## src/rtl/msi_pkg.sv

```systemverilog
package msi_pkg;

    typedef enum logic [1:0] {
        LINE_I = 2'd0,
        LINE_S = 2'd1,
        LINE_M = 2'd2
    } line_state_t;

    typedef enum logic [1:0] {
        BUS_READ  = 2'd0,
        BUS_READX = 2'd1,
        BUS_UPGR  = 2'd2,
        BUS_WB    = 2'd3
    } bus_cmd_t;

    typedef enum logic [2:0] {
        FSM_IDLE,
        FSM_WB_REQ,
        FSM_WB_WAIT,
        FSM_FETCH_REQ,
        FSM_FETCH_WAIT
    } fsm_state_t;

endpackage

```

## src/rtl/msi_tag_array.sv

```systemverilog
module msi_tag_array
    import msi_pkg::*;
#(
    parameter int INDEX_W = 3,
    parameter int TAG_W   = 9
) (
    input  logic               clk,
    input  logic               rst_n,
    input  logic [INDEX_W-1:0] cpu_idx,
    output logic [TAG_W-1:0]   cpu_tag,
    output line_state_t        cpu_state,
    input  logic [INDEX_W-1:0] snp_idx,
    output logic [TAG_W-1:0]   snp_tag,
    output line_state_t        snp_state,
    input  logic               upd_en,
    input  logic [INDEX_W-1:0] upd_idx,
    input  line_state_t        upd_state,
    input  logic               fill_en,
    input  logic [INDEX_W-1:0] fill_idx,
    input  logic [TAG_W-1:0]   fill_tag,
    input  line_state_t        fill_state
);

    localparam int LINES = 1 << INDEX_W;

    line_state_t      st_all  [LINES];
    logic [TAG_W-1:0] tag_all [LINES];

    for (genvar g = 0; g < LINES; g++) begin : g_entry
        line_state_t      st_r;
        logic [TAG_W-1:0] tag_r;

        // A fill belongs to this cache's own, later-ordered transaction,
        // so it overrides a snoop update landing on the same entry.
        always_ff @(posedge clk or negedge rst_n) begin
            if (!rst_n) begin
                st_r  <= LINE_I;
                tag_r <= '0;
            end else if (fill_en && fill_idx == INDEX_W'(g)) begin
                st_r  <= fill_state;
                tag_r <= fill_tag;
            end else if (upd_en && upd_idx == INDEX_W'(g)) begin
                st_r  <= upd_state;
            end
        end

        assign st_all[g]  = st_r;
        assign tag_all[g] = tag_r;
    end

    assign cpu_tag   = tag_all[cpu_idx];
    assign cpu_state = st_all[cpu_idx];
    assign snp_tag   = tag_all[snp_idx];
    assign snp_state = st_all[snp_idx];

endmodule

```

## src/rtl/msi_snoop_unit.sv

```systemverilog
module msi_snoop_unit
    import msi_pkg::*;
#(
    parameter int ADDR_W  = 12,
    parameter int INDEX_W = 3
) (
    input  logic                  clk,
    input  logic                  rst_n,
    input  logic                  snp_valid,
    input  logic [1:0]            snp_cmd,
    input  logic [ADDR_W-1:0]     snp_line,
    input  logic [ADDR_W-INDEX_W-1:0] look_tag,
    input  line_state_t           look_state,
    output logic                  upd_en,
    output logic [INDEX_W-1:0]    upd_idx,
    output line_state_t           upd_state,
    output logic                  supply,
    output logic [ADDR_W-1:0]     supply_line
);

    localparam int TAG_W = ADDR_W - INDEX_W;

    logic line_hit;
    logic give_data;

    assign line_hit = snp_valid && (look_state != LINE_I)
                   && (look_tag == snp_line[ADDR_W-1:INDEX_W]);
    assign upd_idx  = snp_line[INDEX_W-1:0];

    always_comb begin
        upd_en    = 1'b0;
        upd_state = look_state;
        give_data = 1'b0;
        if (line_hit) begin
            unique case (bus_cmd_t'(snp_cmd))
                BUS_READ: begin
                    if (look_state == LINE_M) begin
                        upd_en    = 1'b1;
                        upd_state = LINE_S;
                        give_data = 1'b1;
                    end
                end
                BUS_READX, BUS_UPGR: begin
                    upd_en    = 1'b1;
                    upd_state = LINE_I;
                end
                BUS_WB: begin
                    upd_en = 1'b0;
                end
            endcase
        end
    end

    always_ff @(posedge clk or negedge rst_n) begin
        if (!rst_n) begin
            supply      <= 1'b0;
            supply_line <= '0;
        end else begin
            supply      <= give_data;
            supply_line <= snp_line;
        end
    end

    logic unused_tag_w;
    assign unused_tag_w = (TAG_W == 0);

endmodule

```

## src/rtl/msi_ctrl_fsm.sv

```systemverilog
module msi_ctrl_fsm
    import msi_pkg::*;
#(
    parameter int ADDR_W  = 12,
    parameter int INDEX_W = 3
) (
    input  logic                      clk,
    input  logic                      rst_n,
    input  logic                      cpu_valid,
    input  logic                      cpu_write,
    input  logic [ADDR_W-1:0]         cpu_line,
    output logic                      cpu_ready,
    input  logic [ADDR_W-INDEX_W-1:0] cpu_tag_rd,
    input  line_state_t               cpu_state_rd,
    input  logic                      upd_en,
    input  logic [INDEX_W-1:0]        upd_idx,
    output logic                      bus_req,
    output logic [1:0]                bus_cmd,
    output logic [ADDR_W-1:0]         bus_line,
    input  logic                      bus_grant,
    input  logic                      bus_done,
    output logic                      fill_en,
    output logic [INDEX_W-1:0]        fill_idx,
    output logic [ADDR_W-INDEX_W-1:0] fill_tag,
    output line_state_t               fill_state
);

    fsm_state_t        state_q, state_d;
    logic [ADDR_W-1:0] line_q, line_d;
    bus_cmd_t          cmd_q, cmd_d;

    logic [INDEX_W-1:0]        cpu_idx;
    logic [ADDR_W-INDEX_W-1:0] cpu_tag;
    logic cpu_hit, cpu_perm, cpu_clash, held_clash;

    assign cpu_idx    = cpu_line[INDEX_W-1:0];
    assign cpu_tag    = cpu_line[ADDR_W-1:INDEX_W];
    assign cpu_hit    = (cpu_state_rd != LINE_I) && (cpu_tag_rd == cpu_tag);
    assign cpu_perm   = cpu_hit && (!cpu_write || cpu_state_rd == LINE_M);
    assign cpu_clash  = upd_en && (upd_idx == cpu_idx);
    assign held_clash = upd_en && (upd_idx == line_q[INDEX_W-1:0]);

    // State register
    always_ff @(posedge clk or negedge rst_n) begin
        if (!rst_n) begin
            state_q <= FSM_IDLE;
            line_q  <= '0;
            cmd_q   <= BUS_READ;
        end else begin
            state_q <= state_d;
            line_q  <= line_d;
            cmd_q   <= cmd_d;
        end
    end

    // Next-state logic
    always_comb begin
        state_d = state_q;
        line_d  = line_q;
        cmd_d   = cmd_q;
        unique case (state_q)
            FSM_IDLE: begin
                if (cpu_valid && !cpu_clash && !cpu_perm) begin
                    if (!cpu_hit && cpu_state_rd == LINE_M) begin
                        state_d = FSM_WB_REQ;
                        line_d  = {cpu_tag_rd, cpu_idx};
                    end else begin
                        state_d = FSM_FETCH_REQ;
                        line_d  = cpu_line;
                        if (!cpu_write)
                            cmd_d = BUS_READ;
                        else if (cpu_hit)
                            cmd_d = BUS_UPGR;
                        else
                            cmd_d = BUS_READX;
                    end
                end
            end
            FSM_WB_REQ: begin
                if (held_clash)
                    state_d = FSM_IDLE;
                else if (bus_grant)
                    state_d = FSM_WB_WAIT;
            end
            FSM_WB_WAIT: begin
                if (bus_done)
                    state_d = FSM_IDLE;
            end
            FSM_FETCH_REQ: begin
                if (held_clash)
                    state_d = FSM_IDLE;
                else if (bus_grant)
                    state_d = FSM_FETCH_WAIT;
            end
            FSM_FETCH_WAIT: begin
                if (bus_done)
                    state_d = FSM_IDLE;
            end
        endcase
    end

    // Outputs
    always_comb begin
        cpu_ready  = 1'b0;
        bus_req    = 1'b0;
        bus_cmd    = cmd_q;
        bus_line   = line_q;
        fill_en    = 1'b0;
        fill_idx   = line_q[INDEX_W-1:0];
        fill_tag   = line_q[ADDR_W-1:INDEX_W];
        fill_state = LINE_I;
        unique case (state_q)
            FSM_IDLE: begin
                cpu_ready = cpu_valid && cpu_perm && !cpu_clash;
            end
            FSM_WB_REQ: begin
                bus_req = 1'b1;
                bus_cmd = BUS_WB;
            end
            FSM_WB_WAIT: begin
                bus_req    = 1'b1;
                bus_cmd    = BUS_WB;
                fill_en    = bus_done;
                fill_state = LINE_I;
            end
            FSM_FETCH_REQ: begin
                bus_req = 1'b1;
            end
            FSM_FETCH_WAIT: begin
                bus_req    = 1'b1;
                fill_en    = bus_done;
                fill_state = (cmd_q == BUS_READ) ? LINE_S : LINE_M;
            end
        endcase
    end

endmodule

```

## src/rtl/msi_line_ctrl.sv

```systemverilog
module msi_line_ctrl
    import msi_pkg::*;
#(
    parameter int ADDR_W  = 12,
    parameter int INDEX_W = 3
) (
    input  logic              clk,
    input  logic              rst_n,
    input  logic              cpu_valid,
    input  logic              cpu_write,
    input  logic [ADDR_W-1:0] cpu_line,
    output logic              cpu_ready,
    output logic              bus_req,
    output logic [1:0]        bus_cmd,
    output logic [ADDR_W-1:0] bus_line,
    input  logic              bus_grant,
    input  logic              bus_done,
    input  logic              snp_valid,
    input  logic [1:0]        snp_cmd,
    input  logic [ADDR_W-1:0] snp_line,
    output logic              snp_supply,
    output logic [ADDR_W-1:0] snp_supply_line
);

    localparam int TAG_W = ADDR_W - INDEX_W;

    logic [TAG_W-1:0]   cpu_tag_rd, snp_tag_rd, fill_tag;
    line_state_t        cpu_state_rd, snp_state_rd, upd_state, fill_state;
    logic               upd_en, fill_en;
    logic [INDEX_W-1:0] upd_idx, fill_idx;

    msi_tag_array #(.INDEX_W(INDEX_W), .TAG_W(TAG_W)) u_array (
        .clk        (clk),
        .rst_n      (rst_n),
        .cpu_idx    (cpu_line[INDEX_W-1:0]),
        .cpu_tag    (cpu_tag_rd),
        .cpu_state  (cpu_state_rd),
        .snp_idx    (snp_line[INDEX_W-1:0]),
        .snp_tag    (snp_tag_rd),
        .snp_state  (snp_state_rd),
        .upd_en     (upd_en),
        .upd_idx    (upd_idx),
        .upd_state  (upd_state),
        .fill_en    (fill_en),
        .fill_idx   (fill_idx),
        .fill_tag   (fill_tag),
        .fill_state (fill_state)
    );

    msi_snoop_unit #(.ADDR_W(ADDR_W), .INDEX_W(INDEX_W)) u_snoop (
        .clk         (clk),
        .rst_n       (rst_n),
        .snp_valid   (snp_valid),
        .snp_cmd     (snp_cmd),
        .snp_line    (snp_line),
        .look_tag    (snp_tag_rd),
        .look_state  (snp_state_rd),
        .upd_en      (upd_en),
        .upd_idx     (upd_idx),
        .upd_state   (upd_state),
        .supply      (snp_supply),
        .supply_line (snp_supply_line)
    );

    msi_ctrl_fsm #(.ADDR_W(ADDR_W), .INDEX_W(INDEX_W)) u_fsm (
        .clk          (clk),
        .rst_n        (rst_n),
        .cpu_valid    (cpu_valid),
        .cpu_write    (cpu_write),
        .cpu_line     (cpu_line),
        .cpu_ready    (cpu_ready),
        .cpu_tag_rd   (cpu_tag_rd),
        .cpu_state_rd (cpu_state_rd),
        .upd_en       (upd_en),
        .upd_idx      (upd_idx),
        .bus_req      (bus_req),
        .bus_cmd      (bus_cmd),
        .bus_line     (bus_line),
        .bus_grant    (bus_grant),
        .bus_done     (bus_done),
        .fill_en      (fill_en),
        .fill_idx     (fill_idx),
        .fill_tag     (fill_tag),
        .fill_state   (fill_state)
    );

endmodule

```

## config.mk

```make
export PLATFORM = sky130hd
export DESIGN_NAME = msi_line_ctrl
export DESIGN_NICKNAME = d
export VERILOG_FILES = /design/src/rtl/msi_pkg.sv /design/src/rtl/msi_tag_array.sv /design/src/rtl/msi_snoop_unit.sv /design/src/rtl/msi_ctrl_fsm.sv /design/src/rtl/msi_line_ctrl.sv
export SDC_FILE = /design/constraint.sdc
export NUM_CORES = 1
export LEC_CHECK = 0
export ABC_AREA = 1
export BUFFER_PORTS_ARGS = -buffer_cell sky130_fd_sc_hd__buf_4
export CAP_MARGIN = 10
export CORE_ASPECT_RATIO = 2
export CORE_MARGIN = 2
export CORE_UTILIZATION = 55
export DETAILED_ROUTE_END_ITERATION = 10
export GPL_TIMING_DRIVEN = 0
export PLACE_DENSITY = 0.74
export SLEW_MARGIN = 10
export SYNTH_ARGS = -nofsm -noshare
export SYNTH_HDL_FRONTEND = slang
export SYNTH_SLANG_ARGS = --single-unit
```

## constraint.sdc

```tcl
create_clock -name clk -period 2.54 [get_ports clk]
set_clock_uncertainty 0.1 [all_clocks]
set_input_delay 0.127 -clock clk [delete_from_list [all_inputs] [get_ports clk]]
set_output_delay 0.127 -clock clk [all_outputs]
set_load 0.005 [all_outputs]
```

==> metrics, run 1 <==
reg2reg end=u_array.g_entry[0].st_r[1]; worst r2r path cells=10; most used flip-flop cell after synthesis=dfrtp_1; final setup vio count=12; RSZ-0062 raised after global routing=yes; Yosys warnings=0; Area Growth Syn to Fin=23.3%; Tot Pwr=0.00850 W; H-tree Lvls=4; Psw=0.00331 W; core area=13000 µm²; post-DR wirelength/cell=about 20 µm; number of global-route vias before repair=7419; HP Start=cpu_line[5]; max_cap viols=0; failing checks=setup timing; clock network power share=0.297; commonest cells after routing, fill and taps aside=nand2_1 (329), dfrtp_1 (118), o21ai_0 (109); hold path cells=5; DRC viols=0; worst path required time=2.79 ns; Crit path arrival time=between 2 and 3 ns; CTS root buf=clkbuf_16; Reg area=2950 µm²; Pint=0.00519 W; Filler Cell Count=1146; placed wire-length estimate=18800 µm; syn nets=between 1000 and 1500; max_slew headroom=0.205; worst r2r src=u_fsm.state_q[1]; die height=167 µm; Fmax achieved=386 MHz; Hold Path Class=input pin to flip-flop; chip width=approximately 86 µm; worst slew pin tran=1.19 ns; r2r setup slk=-0.05 ns; crit end category=flip-flop; Final Worst Setup Slack=-0.0478 ns; Seq pwr share=0.354; Pwr per Cell Area=approximately 940 nW/µm²; drt total wl=25900 µm; Top Ports=62; Worst Path Class, Setup=flip-flop to flip-flop; syn avg cell area=6.99 µm²; Post-synth EDFFs=0; first-pass GRT wire length=approximately 40000 µm; Core Rows=between 50 and 60; DR vias=roughly 7700; Post-synth ARST share=1.00; initial antenna violation count=0; Total Routing Usage GR=0.373; Max Slew Vio Count=0; switching share of power=0.390; routed vias/inst=5.78; register area share after synthesis=0.402; Worst Setup Start Kind=flip-flop; Starting Density=0.565; status=complete, but fails checks; CTS sink count=118; Hold Path End=u_fsm.bus_line[5]; proportion of power drawn by combinational gates=0.350; fin crit period=2.59 ns; PortBufs=60; DRT iter0 DRCs=648; clock latency on the worst-skew pair=~0.42 ns; VDD IR max=roughly 640 µV; CTS clk-pin slew, worst paths=0.06 ns; GR Overflow Total=0; Final ANT Viol Nets=0; 1st-pass router iterations=5; GPL Wtd Cong=0.993; Yosys reg bits=about 120; crit path launch=u_fsm.state_q[1]; ANT cells=0; Synth cell types=39; layout cells sized above 1=0.196; final-report hold violation count=0; CP max FO=10; synthesized instance count=1050; largest net degree at the start of global routing=62; Layout Nets=1198; Final period util=1.02; commonest non-fill, non-tap cell in the layout=nand2_1; Bufs on Longest Clock Path=2; Die Area=around 14000 µm²; number of buffers created by CTS=17; Place WS=-0.458 ns; area of the multi-input gates=between 3000 and 4000 µm²; CTS tree=yes; P_leak=4.48 nW; Mapped Area=between 7000 and 8000 µm²
## sequential cells by signal (all words and copies together), names as in the netlist
register and cells:
u_array.g_entry.st_r 16, u_array.g_entry.tag_r 72, u_fsm.bus_line 12, u_fsm.cmd_q 2, u_fsm.state_q 3, u_snoop.supply 1, u_snoop.supply_line 12
## layout make-up
type	count	share of cell area
clock inverters	14	0.0194
well taps	152	0.0210
repair buffers	93	0.0859
plain buffers	46	0.0344
multi-input cells	776	0.417
clock buffers	18	0.0485
flip-flops and latches	118	0.326
inverters	110	0.0476
## logic make-up after synthesis
group                      count (synthesis)  synth area share
AOI/OAI and AO/OA                        183             0.137
xor gates and xnor gates                   2           0.00239
adders and majority gates                  3           0.00512
buffers and inverters                    156            0.0984
DFF                                      118             0.402
and+or+nand+nor                          588             0.355
## synthesized netlist by cell type, types with 12 or more instances
master / n / area, µm²
o21ai_0: 111 / 556
o21ai_1: 15 / 75.1
buf_2: 16 / 80.1
nand2_1: 336 / 1260
dfrtp_1: 118 / 2950
nor2_2: 12 / 75.1
nor2_1: 104 / 390
inv_1: 99 / 372
nand3_1: 81 / 405
o211ai_1: 16 / 120
a21oi_1: 27 / 135
clkbuf_1: 13 / 48.8
## worst max-delay path: stages, from the launching register on
cell and delay [ns]:
dfrtp_1 0.45, nor2_1 0.12, nand2_1 0.10, nand2_1 0.11
inv_1 0.07, nor2_1 0.22, nand2_1 0.19, nor2_2 0.53
clkbuf_2 0.42, nand2_1 0.08, nand3_1 0.12
## through the flow
step / hold slack (ns) / TNS (ns) / utilization / cell area [µm²] / instances
finish: 0.0108 / -0.351 / 0.696 / 9050 / 1327
global route: 0.0447 / -2.62 / 0.696 / 9050 / 1327
CTS: 0.0120 / 0 / 0.685 / 8900 / 1319
detailed placement: 0.0388 / -11.55 / 0.617 / 8010 / 1263
global placement: 0.144 / -8.93 / 0.614 / 7980 / 1262
floorplan: -0.269 / 0 / - / 7340 / 1050
## power by group through the flow
stage | registers (W) | clock network (W) | logic, W
final | 0.00301 | 0.00252 | 0.00297
after global routing | 0.00307 | 0.00261 | 0.00333
after CTS | 0.00298 | 0.00253 | 0.00284
after detailed placement | 0.00300 | 0 | 0.00277
after global placement | 0.00299 | 0 | 0.00270
after floorplan | 0.00287 | 0 | 0.00186
## worst max path at each step
stage,endpoint,slack [ns]
finish,u_array.g_entry[0].st_r[1],-0.05
floorplan,u_array.g_entry[4].st_r[0],0.63
global route,u_array.g_entry[0].st_r[0],-0.14
global placement,u_array.g_entry[0].st_r[0],-0.36
CTS,cpu_ready,0.01
detailed placement,u_array.g_entry[0].tag_r[4],-0.46
## repair_timing
item / CTS / global route
endpoints found under the setup margin: 48 / 72
gates resized for setup: 12 / 37
pin swaps: 2 / 19
hold buffers: 22 / 0
endpoints found under the hold margin: 79 / 0
buffers inserted: 2 / 8
## layer usage
metal  routed length (µm)  vias to the layer above  track usage
met4                 2060                        0        0.271
li1                     -                     3593            -
met3                 2010                      141       0.0843
met5                    0                        -            0
met2                12900                      420        0.614
met1                 8980                     3519        0.413
No activity file was read; power rests on OpenSTA's default activity.
==> inputs of run 2 (changes only) <==
clock period = 2.9 ns   (was 2.54 ns; I/O delays follow)
==> metrics, run 2 (synthesized netlist as in run 1, its figures left out) <==
Layout Nets=1187; top flop regs=u_array.g_entry.tag_r (72), u_array.g_entry.st_r (16); Final Non-Filler Cells=1316; Core Rows=just under 60; Die Area=around 14000 µm²; core area=13000 µm²; clock latency on the worst-skew pair=0.42 ns; CTS clk-pin slew, worst paths=about 0.06 ns; routed vias/inst=5.80; Cells after DPL=1263; max_slew headroom=0.251; 1st-pass router iterations=7; CP max FO=10; CTS tree=yes; GR Overflow Total=0; RSZ-0062 raised after global routing=yes; first-pass GRT wire length=39700 µm; Hold Path Class=input pin to flip-flop; Final Worst Setup Slack=0.00942 ns; CTS sink count=118; Starting Density=0.565; commonest non-fill, non-tap cell in the layout=nand2_1; chip width=85.7 µm; worst path required time=3.07 ns; PortBufs=60; Top Ports=62; H-tree Lvls=4; Bufs on Longest Clock Path=2; post-DR wirelength/cell=around 19 µm; Total Routing Usage GR=0.370; Worst Path Class, Setup=flip-flop to flip-flop; DRC viols=0; die height=167 µm; initial antenna violation count=0; Crit path arrival time=3.06 ns; fin crit period=2.89 ns; crit end category=flip-flop; GPL Wtd Cong=between 0.9 and 1; drt total wl=25500 µm; P_leak=4.38 nW; Max Slew Vio Count=0; layout cells sized above 1=0.162; Fmax achieved=346 MHz; Pwr per Cell Area=roughly 830 nW/µm²; largest net degree at the start of global routing=62; number of global-route vias before repair=7384; number of buffers created by CTS=17; Final ANT Viol Nets=0; VDD IR max=560 µV; CTS root buf=clkbuf_16; max_cap viols=0; DRT iter0 DRCs=771; status=completed; worst slew pin tran=1.12 ns; Area Growth Syn to Fin=20.5%; placed wire-length estimate=18800 µm; final-report hold violation count=0; ANT cells=0; Worst Setup Start Kind=flip-flop; final setup vio count=0; Place WS=-0.0975 ns; Biggest register=u_array.g_entry.tag_r; commonest cells after routing, fill and taps aside=nand2_1 (336), dfrtp_1 (118), o21ai_0 (111); max reg flops=72; DR vias=7636; Final period util=0.997
[run 2: changes by cell type in the layout (fill, tap and decap cells not counted), sizes merged]
| cell | previous run | this run |
|---|---|---|
| buf | 102 | 93 |
| clkinv | 9 | 8 |
| clkinvlp | 3 | 4 |
| dlygate4sd3 | 22 | 21 |
| clkbuf | 33 | 32 |
[run 2: per-stage QoR]
step	util	total power, W	instance area [µm²]	hold slack (ns)	TNS (ns)
final	0.681	0.00733	8840	0.00261	0
after global routing	0.681	0.00777	8840	0.0577	-1.18
after CTS	0.680	0.00729	8840	0.00730	0
after detailed placement	0.617	0.00505	8010	0.0568	-0.693
after global placement	0.614	0.00499	7980	0.162	-0.00121
after floorplan	-	0.00414	7340	-0.251	0
[run 2: final timing paths]
kind,startpoint,endpoint,slack [ns],cells past startpoint
worst min-delay path,cpu_write,u_fsm.cmd_q[0],0.003,5
max in group asynchronous,rst_n,u_array.g_entry[3].tag_r[2],1.79,3
min in group asynchronous,rst_n,u_array.g_entry[0].tag_r[7],0.18,2
worst min register to register,u_array.g_entry[7].tag_r[6],u_array.g_entry[7].tag_r[6],0.39,2
worst max register to register,u_fsm.state_q[1],u_array.g_entry[5].tag_r[0],0.009,11
worst max-delay path,u_fsm.state_q[1],u_array.g_entry[5].tag_r[0],0.009,11
[run 2: report_power, final]
group | total, W | switching [W] | internal (W) | leakage [nW]
registers | 0.00263 | 0.000423 | 0.00221 | 1.49
clock network | 0.00221 | 0.000831 | 0.00138 | 0.293
logic | 0.00248 | 0.00159 | 0.000896 | 2.60
[run 2: area by class of cell]
cell class | count | area [µm²]
Sequential cell | 118 | 2950
Multi-Input combinational cell | 776 | 3670
Inverter | 110 | 427
Timing Repair Buffer | 82 | 692
Fill cell | 1171 | 4150
Clock buffer | 18 | 439
Buffer | 46 | 299
Clock inverter | 14 | 175
Tap cell | 152 | 190
[run 2: worst max-delay path, stage by stage (launching register included)]
cell and delay [ns]:
dfrtp_1 0.45, nor2_1 0.12, nand2_1 0.10, nand2_1 0.11
inv_1 0.07, nor2_1 0.23, nand2_1 0.18, nor2_2 0.49
inv_1 0.30, clkbuf_1 0.37, nand2_1 0.13, o21ai_0 0.09
[run 2: per-layer routing]
metal	track usage	up-vias	wire length (µm)
met3	0.0749	140	2020
met5	0	-	0
met2	0.607	426	12400
met4	0.284	0	2300
li1	-	3568	-
met1	0.412	3502	8800
[run 2: what timing repair did]
action                                  CTS  global route
hold endpoints to repair                 77             0
hold buffers                             21             0
buffers inserted                          0             0
endpoints found under the setup margin    9            14
resized for setup                         1             1
==> inputs of run 3 (changes only) <==
CTS_BUF_LIST = sky130_fd_sc_hd__clkbuf_8   (was not set)
==> metrics, run 3 (synthesized netlist as in run 1, its figures left out) <==
core area=13000 µm²; Final ANT Viol Nets=0; routed vias/inst=5.73; Core Rows=slightly below 60; Worst Setup Start Kind=flip-flop; commonest non-fill, non-tap cell in the layout=nand2_1; Total Routing Usage GR=0.367; Bufs on Longest Clock Path=2; commonest cells after routing, fill and taps aside=nand2_1 (335), dfrtp_1 (118), o21ai_0 (111); placed wire-length estimate=18800 µm; DRC viols=0; Max Slew Vio Count=0; top flop regs=u_array.g_entry.tag_r (72), u_array.g_entry.st_r (16); max_cap viols=0; Die Area=around 14000 µm²; final-report hold violation count=0; 1st-pass router iterations=9; max_slew headroom=0.286; worst path required time=3.10 ns; post-DR wirelength/cell=19.2 µm; first-pass GRT wire length=approximately 39000 µm; final setup vio count=2; number of buffers created by CTS=17; initial antenna violation count=0; Top Ports=62; status=complete, but fails checks; Layout Nets=between 1000 and 1500; drt total wl=25300 µm; die height=between 150 and 200 µm; crit end category=flip-flop; Worst Path Class, Setup=flip-flop to flip-flop; CTS root buf=clkbuf_8; Pwr per Cell Area=775 nW/µm²; H-tree Lvls=4; DRT iter0 DRCs=688; largest net degree at the start of global routing=62; Place WS=-0.0975 ns; Fin Setup TNS=-0.0434 ns; P_leak=about 4.3 nW; DR vias=roughly 7600; CTS clk-pin slew, worst paths=~0.080 ns; number of global-route vias before repair=approximately 7300; max reg flops=between 70 and 80; PortBufs=60; post-CTS setup buffers=0; Final Worst Setup Slack=-0.0311 ns; VDD IR max=639 µV; failing checks=setup timing; CTS sink count=approximately 120; RSZ-0062 raised after global routing=yes; chip width=85.7 µm; Hold Path Class=input pin to flip-flop; GR Overflow Total=0; layout cells sized above 1=0.166; clock latency on the worst-skew pair=about 0.45 ns; Area Growth Syn to Fin=18.8%; fin crit period=2.93 ns; Fmax achieved=approximately 340 MHz; GPL Wtd Cong=0.993; ANT cells=0; Biggest register=u_array.g_entry.tag_r; CTS tree=yes; Final period util=1.01; Starting Density=0.565; final hold slack=about 0.074 ns; worst slew pin tran=1.07 ns; CP max FO=10; Crit path arrival time=roughly 3.1 ns
run 3: changes by cell type in the layout (fill, tap and decap cells not counted):
| cell | previous run | this run |
|---|---|---|
| nor2_1 | 103 | 102 |
| buf_6 | 11 | 12 |
| nor2_2 | 13 | 14 |
| nand2_1 | 336 | 335 |
| buf_4 | 64 | 63 |
| clkinvlp_4 | 4 | 5 |
| clkbuf_1 | 13 | 11 |
| clkbuf_8 | 1 | 18 |
| clkbuf_16 | 17 | 0 |
| nand2_2 | 7 | 8 |
| clkinv_1 | 3 | 2 |
| dlygate4sd3_1 | 21 | 26 |
| clkbuf_2 | 1 | 3 |
run 3: critical path, stage by stage (launching register included):
cell and delay, ns:
dfrtp_1 0.45, nor2_1 0.12, nand2_1 0.10, nand2_1 0.11, inv_1 0.07, nor2_1 0.23, nand2_1 0.18, nor2_2 0.50
inv_1 0.30, clkbuf_1 0.38, nand2_1 0.13, o21ai_0 0.09
run 3: metal layers:
layer | vias up | wire length (µm) | share of wire | GRT usage
met5 | - | 0 | 0 | 0
met4 | 0 | 2110 | 0.083 | 0.266
met3 | 125 | 2050 | 0.081 | 0.0660
met2 | 421 | 12400 | 0.49 | 0.611
met1 | 3440 | 8800 | 0.35 | 0.411
li1 | 3579 | - | - | -
run 3: report_power, final:
part	total (W)	switching, W	internal [W]
Clock	0.00164	0.000761	0.000880
Sequential	0.00262	0.000419	0.00220
Combinational	0.00249	0.00159	0.000903
Total	0.00675	0.00277	0.00399
run 3: repair_timing:
action / 4_1_cts / 5_1_grt
gates resized for setup: 1 / 9
setup endpoints to repair: 9 / 21
hold buffers: 26 / 0
endpoints found under the hold margin: 81 / 0
pin swaps: 0 / 2
run 3: final cells by class:
type | instances | area (µm²)
Clock buffer | 18 | 248
Timing Repair Buffer | 87 | 742
Sequential cell | 118 | 2950
Multi-Input combinational cell | 776 | 3670
Inverter | 110 | 430
Clock inverter | 14 | 175
Buffer | 46 | 305
Fill cell | 1205 | 4270
Tap cell | 152 | 190
run 3: worst paths after layout:
path	from	to	slack (ns)	cells past startpoint
worst max-delay path	u_fsm.state_q[1]	u_array.g_entry[5].tag_r[0]	-0.03	11
worst min-delay path	snp_cmd[1]	u_snoop.supply	0.07	5
worst max register to register	u_fsm.state_q[1]	u_array.g_entry[5].tag_r[0]	-0.03	11
worst min register to register	u_array.g_entry[7].tag_r[6]	u_array.g_entry[7].tag_r[6]	0.39	2
max in group asynchronous	rst_n	u_array.g_entry[0].st_r[1]	1.83	3
min in group asynchronous	rst_n	u_array.g_entry[0].tag_r[7]	0.14	2
run 3: through the flow:
| stage | util | total power, W | area (µm²) | std cells |
|---|---|---|---|---|
| detailed placement | 0.617 | 0.00505 | 8010 | 1263 |
| global placement | 0.614 | 0.00499 | 7980 | 1262 |
| global route | 0.671 | 0.00719 | 8720 | 1321 |
| CTS | 0.670 | 0.00672 | 8700 | 1321 |
| floorplan | - | 0.00414 | 7340 | 1050 |
| finish | 0.671 | 0.00675 | 8720 | 1321 |
